$ cat src/rtl/lim_timer_pkg.sv
package lim_timer_pkg;

    localparam int          LIM_W   = 31;
    localparam logic [30:0] LIM_MAX = 31'h7FFF_FFFF;

    typedef enum logic [2:0] {
        SLOT_LIM_RST  = 3'd0,
        SLOT_COUNT    = 3'd1,
        SLOT_LIM_KEEP = 3'd2,
        SLOT_RUN      = 3'd3,
        SLOT_MODE     = 3'd4
    } slot_e;

endpackage

$ cat src/rtl/lim_timer_tick.sv
module lim_timer_tick #(
    parameter int PRESCALE = 1
) (
    input  logic clk_i,
    input  logic rst_ni,
    input  logic en_i,
    output logic tick_o
);
    localparam int PRE_W = (PRESCALE > 1) ? $clog2(PRESCALE) : 1;
    localparam logic [PRE_W-1:0] PRE_LAST = PRE_W'(PRESCALE - 1);

    logic [PRE_W-1:0] pre_d, pre_q;

    always_comb begin
        pre_d = pre_q;
        if (en_i) begin
            pre_d = (pre_q == PRE_LAST) ? '0 : pre_q + 1'b1;
        end
    end

    always_ff @(posedge clk_i) begin
        if (!rst_ni) pre_q <= '0;
        else         pre_q <= pre_d;
    end

    assign tick_o = en_i && (pre_q == PRE_LAST);
endmodule

$ cat src/rtl/lim_timer_rdmux.sv
module lim_timer_rdmux
    import lim_timer_pkg::*;
#(
    parameter int FRAC   = 9,
    parameter int UCNT_W = 53
) (
    input  logic              rd_en_i,
    input  logic [2:0]        idx_i,
    input  logic              user_i,
    input  logic              reached_i,
    input  logic              stop_i,
    input  logic [LIM_W-1:0]  lim_i,
    input  logic [UCNT_W-1:0] cnt_i,
    output logic [31:0]       rdata_o
);
    localparam int LOW_W = LIM_W - FRAC;

    logic [LIM_W-1:0] hi_word;
    logic [LOW_W-1:0] lo_bits;

    assign hi_word = LIM_W'(cnt_i >> LOW_W);
    assign lo_bits = cnt_i[LOW_W-1:0];

    always_comb begin
        rdata_o = '0;
        if (rd_en_i) begin
            case (idx_i)
                SLOT_LIM_RST: rdata_o = user_i ? {1'b0, hi_word} : {1'b0, lim_i};
                SLOT_COUNT:   rdata_o = {reached_i & ~user_i, lo_bits, {FRAC{1'b0}}};
                SLOT_RUN:     rdata_o = {31'd0, stop_i};
                SLOT_MODE:    rdata_o = {31'd0, user_i};
                default:      rdata_o = '0;
            endcase
        end
    end
endmodule

$ cat src/rtl/lim_timer.sv
module lim_timer
    import lim_timer_pkg::*;
#(
    parameter int FRAC     = 9,
    parameter int UCNT_W   = 53,
    parameter int PRESCALE = 1,
    parameter bit MODE_WR  = 1'b1
) (
    input  logic        clk_i,
    input  logic        rst_ni,
    input  logic        tick_i,
    input  logic        sel_i,
    input  logic        wr_i,
    input  logic [2:0]  addr_i,
    input  logic [31:0] wdata_i,
    output logic [31:0] rdata_o,
    output logic        irq_o
);
    localparam int CMP_W = ((UCNT_W > LIM_W) ? UCNT_W : LIM_W) + 1;

    typedef struct packed {
        logic [LIM_W-1:0]  lim;
        logic [UCNT_W-1:0] cnt;
        logic              reached;
        logic              irq;
        logic              stop;
        logic              user;
    } tmr_st_t;

    tmr_st_t st_d, st_q;

    logic             tick;
    logic             rd_go, wr_go, ack, advance, reach;
    logic [LIM_W-1:0] eff_lim, new_lim;
    logic [CMP_W-1:0] period, cnt_next;

    lim_timer_tick #(.PRESCALE(PRESCALE)) u_tick (
        .clk_i  (clk_i),
        .rst_ni (rst_ni),
        .en_i   (tick_i),
        .tick_o (tick)
    );

    always_comb begin
        rd_go    = sel_i && !wr_i;
        wr_go    = sel_i && wr_i;
        eff_lim  = (st_q.lim == '0) ? LIM_MAX : st_q.lim;
        period   = CMP_W'(eff_lim >> FRAC);
        cnt_next = CMP_W'(st_q.cnt) + 1'b1;
        new_lim  = (wdata_i == '0) ? LIM_MAX : wdata_i[LIM_W-1:0];
        advance  = tick && (!st_q.user || !st_q.stop);
        reach    = tick && !st_q.user && (cnt_next >= period);
        ack      = rd_go && (addr_i == SLOT_LIM_RST) && !st_q.user;

        st_d = st_q;
        if (advance) begin
            st_d.cnt = reach ? '0 : st_q.cnt + 1'b1;
        end
        if (ack) begin
            st_d.cnt     = '0;
            st_d.reached = 1'b0;
            st_d.irq     = 1'b0;
        end
        if (reach) begin
            st_d.reached = 1'b1;
            st_d.irq     = 1'b1;
        end
        if (wr_go) begin
            case (addr_i)
                SLOT_LIM_RST: begin
                    st_d.lim = new_lim;
                    st_d.cnt = '0;
                end
                SLOT_LIM_KEEP: st_d.lim = new_lim;
                SLOT_RUN: begin
                    if (st_q.user) st_d.stop = wdata_i[0];
                end
                SLOT_MODE: begin
                    if (MODE_WR) st_d.user = wdata_i[0];
                end
                default: ;
            endcase
        end
    end

    always_ff @(posedge clk_i) begin
        if (!rst_ni) begin
            st_q.lim     <= '0;
            st_q.cnt     <= '0;
            st_q.reached <= 1'b0;
            st_q.irq     <= 1'b0;
            st_q.stop    <= 1'b1;
            st_q.user    <= 1'b0;
        end else begin
            st_q <= st_d;
        end
    end

    lim_timer_rdmux #(.FRAC(FRAC), .UCNT_W(UCNT_W)) u_rdmux (
        .rd_en_i   (rd_go),
        .idx_i     (addr_i),
        .user_i    (st_q.user),
        .reached_i (st_q.reached),
        .stop_i    (st_q.stop),
        .lim_i     (st_q.lim),
        .cnt_i     (st_q.cnt),
        .rdata_o   (rdata_o)
    );

    assign irq_o = st_q.irq && !st_q.user;
endmodule

$ cat config.mk
export PLATFORM = sky130hd
export DESIGN_NAME = lim_timer
export DESIGN_NICKNAME = d
export VERILOG_FILES = /design/src/rtl/lim_timer_pkg.sv /design/src/rtl/lim_timer_tick.sv /design/src/rtl/lim_timer_rdmux.sv /design/src/rtl/lim_timer.sv
export SDC_FILE = /design/constraint.sdc
export NUM_CORES = 1
export LEC_CHECK = 0
export BUFFER_PORTS_ARGS = -buffer_cell sky130_fd_sc_hd__buf_4
export CAP_MARGIN = 20
export CORE_MARGIN = 3
export CORE_UTILIZATION = 50
export CTS_CLUSTER_SIZE = 16
export DETAILED_ROUTE_END_ITERATION = 12
export PLACE_DENSITY = 0.7
export SETUP_SLACK_MARGIN = 0.02
export SLEW_MARGIN = 20
export SYNTH_ARGS = -nofsm -noshare
export SYNTH_HDL_FRONTEND = slang
export SYNTH_SLANG_ARGS = --single-unit
$ cat constraint.sdc
create_clock -name clk_i -period 5.7 [get_ports clk_i]
set_input_delay 0.285 -clock clk_i [delete_from_list [all_inputs] [get_ports clk_i]]
set_output_delay 0.285 -clock clk_i [all_outputs]
set_load 0.03 [all_outputs]
**After elaboration in Yosys (flattened, before gate mapping)**

Cells that the tools add are included.

- Input port bits: 40
- Register bits: 89

- Reduce and logical (&&, ||, !) cells: 21
- $lt $le $gt $ge: 1
- Muxes and demuxes: 12
- $add $sub $neg: 3
- Bitwise operators: 3
- Equal/unequal tests: 4

Operators by type and width:

| cell | number |
|---|---|
| 53-bit 2-to-1 mux | 4 |
| 32-bit one-hot mux with 4 select lines | 1 |
| 31-bit 2-to-1 mux | 3 |
| 55-bit 2-to-1 mux | 1 |
| 53-bit by 1-bit adder with 54-bit output, second input constant | 1 |
| 54-bit by 22-bit >= comparator with 1-bit output | 1 |
| 53-bit by 1-bit adder with 53-bit output, second input constant | 1 |
| 32-bit logical NOT | 1 |
| 32-bit 2-to-1 mux | 1 |
| 31-bit logical NOT | 1 |
| 1-bit logical AND | 9 |
| 3-bit by 2-bit equality test with 1-bit output, second input constant | 2 |
| 2-bit AND reduction | 2 |
| 3-bit by 1-bit equality test with 1-bit output, second input constant | 1 |
| 3-bit equality test, second input constant | 1 |
| 1-bit logical NOT | 3 |
| 3-bit logical NOT | 1 |
| 3-bit AND reduction | 1 |
| 2-bit 2-to-1 mux | 1 |
| 1-bit NOT | 2 |
| 2-bit nonzero test | 1 |
| 2-bit OR reduction | 1 |
| 1-bit adder, second input constant | 1 |
| 1-bit bitwise AND | 1 |
| 2 further kinds | 2 |

**Depth between registers and ports, before layout**

Gate-level depths: netlist of run 1.

- Depth after elaboration: 9
- Gate-level depth with buffers: 22

**By module**

From an unflattened synthesis of run 1, not the netlist that was laid out.

- Cells, all modules: 780
- Area total of the unflattened synthesis: 6312.3 µm²

Modules (own cells, without submodules):

| module | area each (µm²) | cells an instance | instances | seq. area each (µm²) |
|---|---|---|---|---|
| lim_timer | 5504.0 | 676 | 1 | 1741.7 |
| lim_timer_rdmux | 800.8 | 103 | 1 | 0.0 |
| lim_timer_tick | 7.5 | 1 | 1 | 0.0 |

**Worst setup path after synthesis of run 1**

Ideal clock, no wire load.

- Path kind: register to register
- From: register st_q[4] (netlist name)
- To: register st_q[27] (netlist name)
- Buffers on the path: 2
- Arrival: 4186 ps
- Data required time: 5581 ps
- Clock period less this slack: 4304 ps
- Setup time: 119 ps
- Cell stages (with the launch flop): 21
- Setup slack: 1396 ps
- Cell sequence: dfxtp_1 -> ha_1 -> nand4_2 -> nor2_1 -> nand2_1 -> nor2_1 -> nand3_1 -> and2_1 -> or2_2 -> ha_1 -> nand4_1 -> or4_1 -> or4_1 -> a2bb2oi_1 -> nand3_1 -> nor4_2 -> a31o_4 -> buf_12 -> nand2_4 -> buf_12 -> nor2_4

- Longest elaborated chain between the ends: 8

RTL lines:

| what | RTL line | text |
|---|---|---|
| from (decl) | lim_timer.sv:30 | `tmr_st_t st_d, st_q;` |
| from (signal assigned) | lim_timer.sv:95 | `st_q <= st_d;` |
| 53-bit by 1-bit adder with 54-bit output | lim_timer.sv:49 | `cnt_next = CMP_W'(st_q.cnt) + 1'b1;` |
| 54-bit by 22-bit >= comparator with 1-bit output | lim_timer.sv:52 | `reach = tick && !st_q.user && (cnt_next >= period);` |
| 1-bit logical AND | lim_timer.sv:52 |  |
| 53-bit 2-to-1 mux * | lim_timer.sv:57 | `st_d.cnt = reach ? '0 : st_q.cnt + 1'b1;` |
| 53-bit 2-to-1 mux * | lim_timer.sv:56 | `if (advance) begin` |
| 55-bit 2-to-1 mux * | lim_timer.sv:59 | `if (ack) begin` |
| 53-bit 2-to-1 mux | lim_timer.sv:69 | `case (addr_i)` |
| 53-bit 2-to-1 mux * | lim_timer.sv:68 | `if (wr_go) begin` |

Every way passes the cells marked *; elsewhere a longest branch is shown, timed or not. The select of a mux whose other input is x is not followed.
A chain may end at the register's enable or synchronous reset.

**Worst setup path in the final report of run 1**

- From: register st_q[4] (netlist name)
- To: register st_q[44] (netlist name)

Same word-level chain as after synthesis.

==> results of run 1 <==
[worst max-delay path by stage]
stage / to / depth (start not counted) / slack [ns] / from
2_1_floorplan: st_q[27]$_SDFF_PN0_ / 20 / 1.40 / st_q[4]$_SDFF_PN0_
3_3_place_gp: st_q[44]$_SDFF_PN0_ / 19 / 0.84 / st_q[4]$_SDFF_PN0_
3_5_place_dp: st_q[44]$_SDFF_PN0_ / 19 / 0.63 / st_q[4]$_SDFF_PN0_
4_1_cts: st_q[44]$_SDFF_PN0_ / 19 / 0.59 / st_q[4]$_SDFF_PN0_
5_1_grt: st_q[44]$_SDFF_PN0_ / 19 / 0.17 / st_q[4]$_SDFF_PN0_
6_report: st_q[44]$_SDFF_PN0_ / 19 / 0.54 / st_q[4]$_SDFF_PN0_
[cell type report]
class	count	share of cell area, %
multi-input combinational	658	60.7
sequential	87	23.5
timing repair buffer	81	8.19
clock buffer	11	3.27
tap	172	2.90
clock inverter	5	1.10
inverter	7	0.354
[cells in the mapped netlist (all sizes together) (2+ instances only)]
cell type / instances / share of area, %
nand2: 68 / 4.1
a21boi: 2 / 0.23
o211ai: 6 / 0.68
a31oi: 13 / 1.3
a2bb2oi: 2 / 0.26
nor2b: 6 / 0.57
a21oi: 18 / 1.4
nor2: 119 / 7.9
a22oi: 23 / 2.6
nor4: 37 / 4.1
mux2i: 11 / 1.7
a32oi: 2 / 0.26
o41ai: 2 / 0.26
a31o: 2 / 0.40
ha: 23 / 4.3
nand3b: 3 / 0.34
a2111oi: 2 / 0.26
nor3b: 4 / 0.45
mux2: 23 / 3.9
and2: 8 / 0.76
or4: 6 / 0.74
clkbuf: 43 / 2.5
inv: 7 / 0.40
o221a: 31 / 5.3
dfxtp: 87 / 26
nand3: 46 / 3.5
o2111ai: 3 / 0.40
or2: 5 / 0.47
o31ai: 7 / 0.79
o21ai: 20 / 1.5
xor2: 15 / 2.0
nand2b: 5 / 0.47
buf: 30 / 3.0
xnor2: 28 / 3.7
nor3: 27 / 2.4
nand4: 40 / 4.3
and4: 7 / 0.93
and3: 12 / 1.1
or3: 3 / 0.28
a32o: 13 / 2.0
a21o: 5 / 0.57
[cell families after synthesis]
family / share of synthesized area, %
adder cells (fa/ha/maj): 4.35
AND/OR/NAND/NOR: 33.1
multiplexers: 5.58
AO/OA/AOI/OAI: 19.1
XOR/XNOR: 5.69
buffers and inverters: 5.92
flip-flops: 26.3
[stage by stage]
step                util [%]  hold slack, ns  worst slack (ns)  area, um^2
floorplan                  -           0.410              1.40        6620
global placement        55.5           0.490             0.839        7100
detailed placement      55.5           0.477             0.626        7100
CTS                     58.1           0.193             0.592        7420
global route            58.1           0.206             0.174        7430
finish                  58.1           0.200             0.538        7430
[metal layers]
metal / global-route usage, % / routed length [um] / vias to the layer above
met5: 0 / 12 / -
met4: 14.6 / 909 / 2
met3: 6.71 / 2230 / 89
met2: 51.4 / 10600 / 405
met1: 39.4 / 9300 / 3374
li1: - / - / 3141
[power groups by stage]
stage / clock (uW) / sequential [uW] / combinational [uW]
after floorplan: 0 / 637 / 131
after global placement: 0 / 643 / 191
after detailed placement: 0 / 643 / 199
after CTS: 657 / 630 / 202
after global routing: 680 / 631 / 223
final: 659 / 630 / 204
==> results_dict.tcl, run 1 <==
set metrics [dict create \
    ys.flop_type "dfxtp_1" \
    p_comb_share_pct 13.7 \
    crit_top_cell "nor2_1" \
    cts_hold_buffers 0 \
    crit_path_end_kind "flop" \
    postCtsSetupRepairBufs 0 \
    area_growth_pct 12.3 \
    grt_usage_pct 31.4 \
    swShare_pct 26.8 \
    coreArea_um2 12800 \
    worst_pin_slew_ns 1.00 \
    fill_cells 1174 \
    reg2reg_depth 19 \
    max_stage_delay_ns 0.54 \
    p_switching_uw 400 \
    startpoint_type "flop" \
    post-route-period-util_pct 90.6 \
    final_common_cell "nor2_1" \
    cap_violations 0 \
    hold_violations 0 \
    vias 7011 \
    largest_register_ffs 87 \
    min-delay-path-class "in -> reg" \
    row_count 41 \
    grt_pass1_vias 6719 \
    top_regs "st_q x87" \
    r2r_slack_ns 0.54 \
    worst_clock_skew_ns 0.00903 \
    clock_latency_ns 0.35 \
    hpwl_mm 17.1 \
    synth_cell_types 70 \
    setup_viol 0 \
    routed_wl_mm 23.0 \
    yosysSeqAreaShare_pct 26.3 \
    path_clk_slew_ns 0.07 \
    vdd_ir_drop_max_uv 131 \
    gp_congestion 1.05 \
    regArea_um2 1740 \
    grt_antenna_before_repair 1 \
    ctsRootBufferMaster "clkbuf_16" \
    cts_tree "built" \
    nets 907 \
    grt_max_degree 42 \
    grt_pass1_wl_mm 36.3 \
    die_y_um 121 \
    dp_cells 1005 \
    drive_gt1_share_pct 22.6 \
    cp_num_buf_inv 0 \
    intPower_uw 1090 \
    worstPathCellList "ha_1 > nand4_2 > nor2_1 > nand2_1 > nor2_1 > nand3_1 > nor2_1 > nand3_1 > xnor2_1 > ha_1 > nand4_1 > or4_1 > or4bb_1 > o21ai_1 > or3_1 > nor4_2 > a31o_4 > nand2_4 > o21ai_0" \
    cp_max_fo 41 \
    drc 0 \
    synth.net_count 888 \
    cts_buffers 9 \
    vias_per_cell 6.87 \
    diodes 0 \
    clockPowerShare_pct 44.1 \
    min_period_ns 5.16 \
    htree_levels 3 \
    crit_type "reg -> reg" \
    layout_common_cells "108 x nor2_1, 86 x dfxtp_1, 81 x buf_4, 65 x nand2_1, 46 x nand3_1" \
    reg2reg_from "st_q[4]$_SDFF_PN0_" \
    cts_buffer_depth 2 \
    netlist_area_um2 6620 \
    required_ns 5.93 \
    gr-total-overflow 0 \
    initial_utilization_pct 51.8 \
    seqPwrFrac_pct 42.2 \
    slew_violations 0 \
    power_uw 1490 \
    status "finished, final reports clean" \
    die_x_um 121 \
    slowest_stage "or4_1" \
    p_leak_uw 0.00267 \
    synthCells 825 \
    instances_no_fill 1021 \
    drt-initial-drc-count 784 \
    ys_ff_latch 87 \
    num_io_pins 73 \
    top_register "st_q" \
    cts_num_sinks 87 \
    tns_ns 0 \
    port_buffers 72 \
    arrival_ns 5.39 \
    whs_endpoint "st_q[64]$_SDFFE_PN0P_" \
    syn_avg_cell_area_um2 8.02 \
    wl_per_cell_um 22.6 \
    firstDrtPassIters 6 \
    cp_top_family "simple AND/OR/NAND/NOR gates" \
    pwr_density_cell_nw_per_um2 201 \
    worstHoldStart "wdata_i[7]" \
    timing.fmax_mhz 194 \
    multi_input_comb_area_um2 4510 \
    r2r_end "st_q[44]$_SDFF_PN0_" \
    holdPathStages 2 \
    rsz0062_at_grt "false" \
    cts_resized 0 \
    max_slew_margin_pct 33.2 \
    async_reset_ff_share_pct 0 \
    die-area_um2 14600 \
    ant_nets 0 \
    synth_edf_count 0 \
    ys.warnings.count 0 \
]
No activity file was read; power rests on OpenSTA's default activity.
==> run 2: changes to the inputs <==
- BUFFER_PORTS_ARGS: -buffer_cell sky130_fd_sc_hd__buf_4 -> unset
- DONT_BUFFER_PORTS: unset -> 1
- PLACE_DENSITY: 0.7 -> unset
==> run 2 against run 1 <==
Sequential share of layout area increased by 1.9 points. Critical path depth unchanged. Utilization decreased by 4.3 points. Via count decreased by 6.4%. Flip-flop and latch count unchanged. Global-route usage decreased by 0.15 points. Clock power decreased by 5.3%. Routed wire length decreased by 1.6%. Fmax decreased by 0.50%. Worst hold slack got worse by 0.13 ns. Clock skew increased by 0.0035 ns. Cell count decreased by 7.1%.
==> results_dict.tcl, run 2 (same netlist as run 1, synthesis figures left out) <==
set metrics [dict create \
    grt_pass1_vias 6255 \
    die_x_um 121 \
    worst_clock_skew_ns 0.0125 \
    htree_levels 3 \
    clock_latency_ns 0.36 \
    r2r_slack_ns 0.51 \
    crit_type "reg -> reg" \
    grt_util_met3_pct 7.93 \
    largest_register_ffs 87 \
    grt_util_met2_pct 48.1 \
    drc 0 \
    power_uw 1420 \
    min_period_ns 5.19 \
    cts_buffers 9 \
    final_common_cell "nor2_1" \
    p_comb_share_pct 11.7 \
    pwr_density_cell_nw_per_um2 207 \
    cp_max_fo 41 \
    grt_max_degree 42 \
    status "finished, final reports clean" \
    grt_pass1_wl_mm 35.9 \
    ant_nets 0 \
    grt_usage_pct 31.3 \
    path_clk_slew_ns 0.08 \
    p_leak_uw 0.00230 \
    max_slew_margin_pct 28.3 \
    p_switching_uw 427 \
    swShare_pct 30.0 \
    cts_tree "built" \
    crit_top_cell "nor2_1" \
    cts_hold_buffers 1 \
    vias_per_cell 6.91 \
    grt-busiest-layer "met2" \
    multi_input_comb_area_um2 4510 \
    coreArea_um2 12800 \
    routed_wl_mm 22.7 \
    startpoint_type "flop" \
    max_stage_delay_ns 0.58 \
    vias 6561 \
    worst_pin_slew_ns 1.08 \
    worstPathCellList "ha_1 > nand4_2 > nor2_1 > nand2_1 > nor2_1 > nand3_1 > nor2_1 > nand3_1 > xnor2_1 > ha_1 > nand4_1 > or4_1 > or4bb_1 > o21ai_1 > or3_1 > nor4_2 > a31o_4 > nand2_4 > o21ai_0" \
    layout_common_cells "108 x nor2_1, 86 x dfxtp_1, 65 x nand2_1, 46 x nand3_1, 36 x nand4_1" \
    firstDrtPassIters 6 \
    num_io_pins 73 \
    post-route-period-util_pct 91.0 \
    nets 835 \
    setup_viol 0 \
    row_count 41 \
    vdd_ir_drop_max_uv 156 \
    slew_violations 0 \
    slowest_stage "or4_1" \
    crit_path_end_kind "flop" \
    cp_num_buf_inv 0 \
    top_register "st_q" \
    cts_resized 0 \
    tns_ns 0 \
    hpwl_mm 17.0 \
    postCtsSetupRepairBufs 0 \
    regArea_um2 1740 \
    cts_num_sinks 87 \
    required_ns 5.93 \
    ctsRootBufferMaster "clkbuf_16" \
    die-area_um2 14600 \
    wl_per_cell_um 23.9 \
    cap_violations 0 \
    intPower_uw 994 \
    die_y_um 121 \
    gr-total-overflow 0 \
    timing.fmax_mhz 193 \
    port_buffers 0 \
    grtUsageMet1_pct 42.9 \
    diodes 0 \
    clockPowerShare_pct 43.9 \
    rsz0062_at_grt "false" \
    drt-initial-drc-count 915 \
    fill_cells 1227 \
    hold_violations 0 \
    gp_congestion 1.04 \
    drive_gt1_share_pct 15.4 \
    initial_utilization_pct 51.8 \
    grt_antenna_before_repair 1 \
    cp_top_family "simple AND/OR/NAND/NOR gates" \
    worst_hold_slack_ns 0.0654 \
    top_regs "st_q x87" \
    area_growth_pct 3.97 \
    min-delay-path-class "in -> reg" \
    seqPwrFrac_pct 44.3 \
    cts_buffer_depth 2 \
    arrival_ns 5.41 \
]
## run 2: per-stage QoR
| stage | setup WS (ns) | cells | util, % | instance area [um^2] |
|---|---|---|---|---|
| 4_1_cts | 0.589 | 949 | 53.8 | 6870 |
| 3_3_place_gp | 0.824 | 932 | 51.3 | 6550 |
| 5_1_grt | 0.0917 | 949 | 53.9 | 6880 |
| 2_1_floorplan | 1.40 | 825 | - | 6620 |
| 3_5_place_dp | 0.622 | 932 | 51.3 | 6550 |
| 6_report | 0.512 | 949 | 53.9 | 6880 |
## run 2: final cells by class
cell class              instances  area share (%)
clock buffers                   9            3.27
clock inverters                 7            1.29
inverters                       7           0.382
multi-input cells             658            65.6
flip-flops and latches         87            25.3
well taps                     172            3.13
repair buffers                  9            1.02
## run 2: power by group through the flow
stage	Combinational [uW]	Clock [uW]	Sequential, uW
final	167	624	630
after global routing	185	651	631
after CTS	166	631	629
after detailed placement	165	0	644
after global placement	160	0	644
after floorplan	131	0	637
## run 2: worst reg2reg max path: stages (launching register included)
cell and delay (ns):
dfxtp_1 0.44, ha_1 0.30, nand4_2 0.18, nor2_1 0.18, nand2_1 0.18, nor2_1 0.22, nand3_1 0.14, nor2_1 0.25
nand3_1 0.13, xnor2_1 0.17, ha_1 0.31, nand4_1 0.12, or4_1 0.58, or4bb_1 0.54, o21ai_1 0.14, or3_1 0.14
nor4_2 0.05, a31o_4 0.41, nand2_4 0.41, o21ai_0 0.16
## run 2: routing by layer
layer	vias up	share of wire, %
li1	3007	-
met1	3136	43
met2	349	44
met3	67	9.4
met4	2	3.4
met5	-	0.049
## run 2: worst paths after layout
kind         cells past startpoint                 start               endpoint
max                             19    st_q[4]$_SDFF_PN0_    st_q[44]$_SDFF_PN0_
min                              1                rst_ni  st_q[87]$_SDFFE_PN0P_
max reg2reg                     19    st_q[4]$_SDFF_PN0_    st_q[44]$_SDFF_PN0_
min reg2reg                      2  st_q[3]$_SDFFE_PN0P_   st_q[3]$_SDFFE_PN0P_
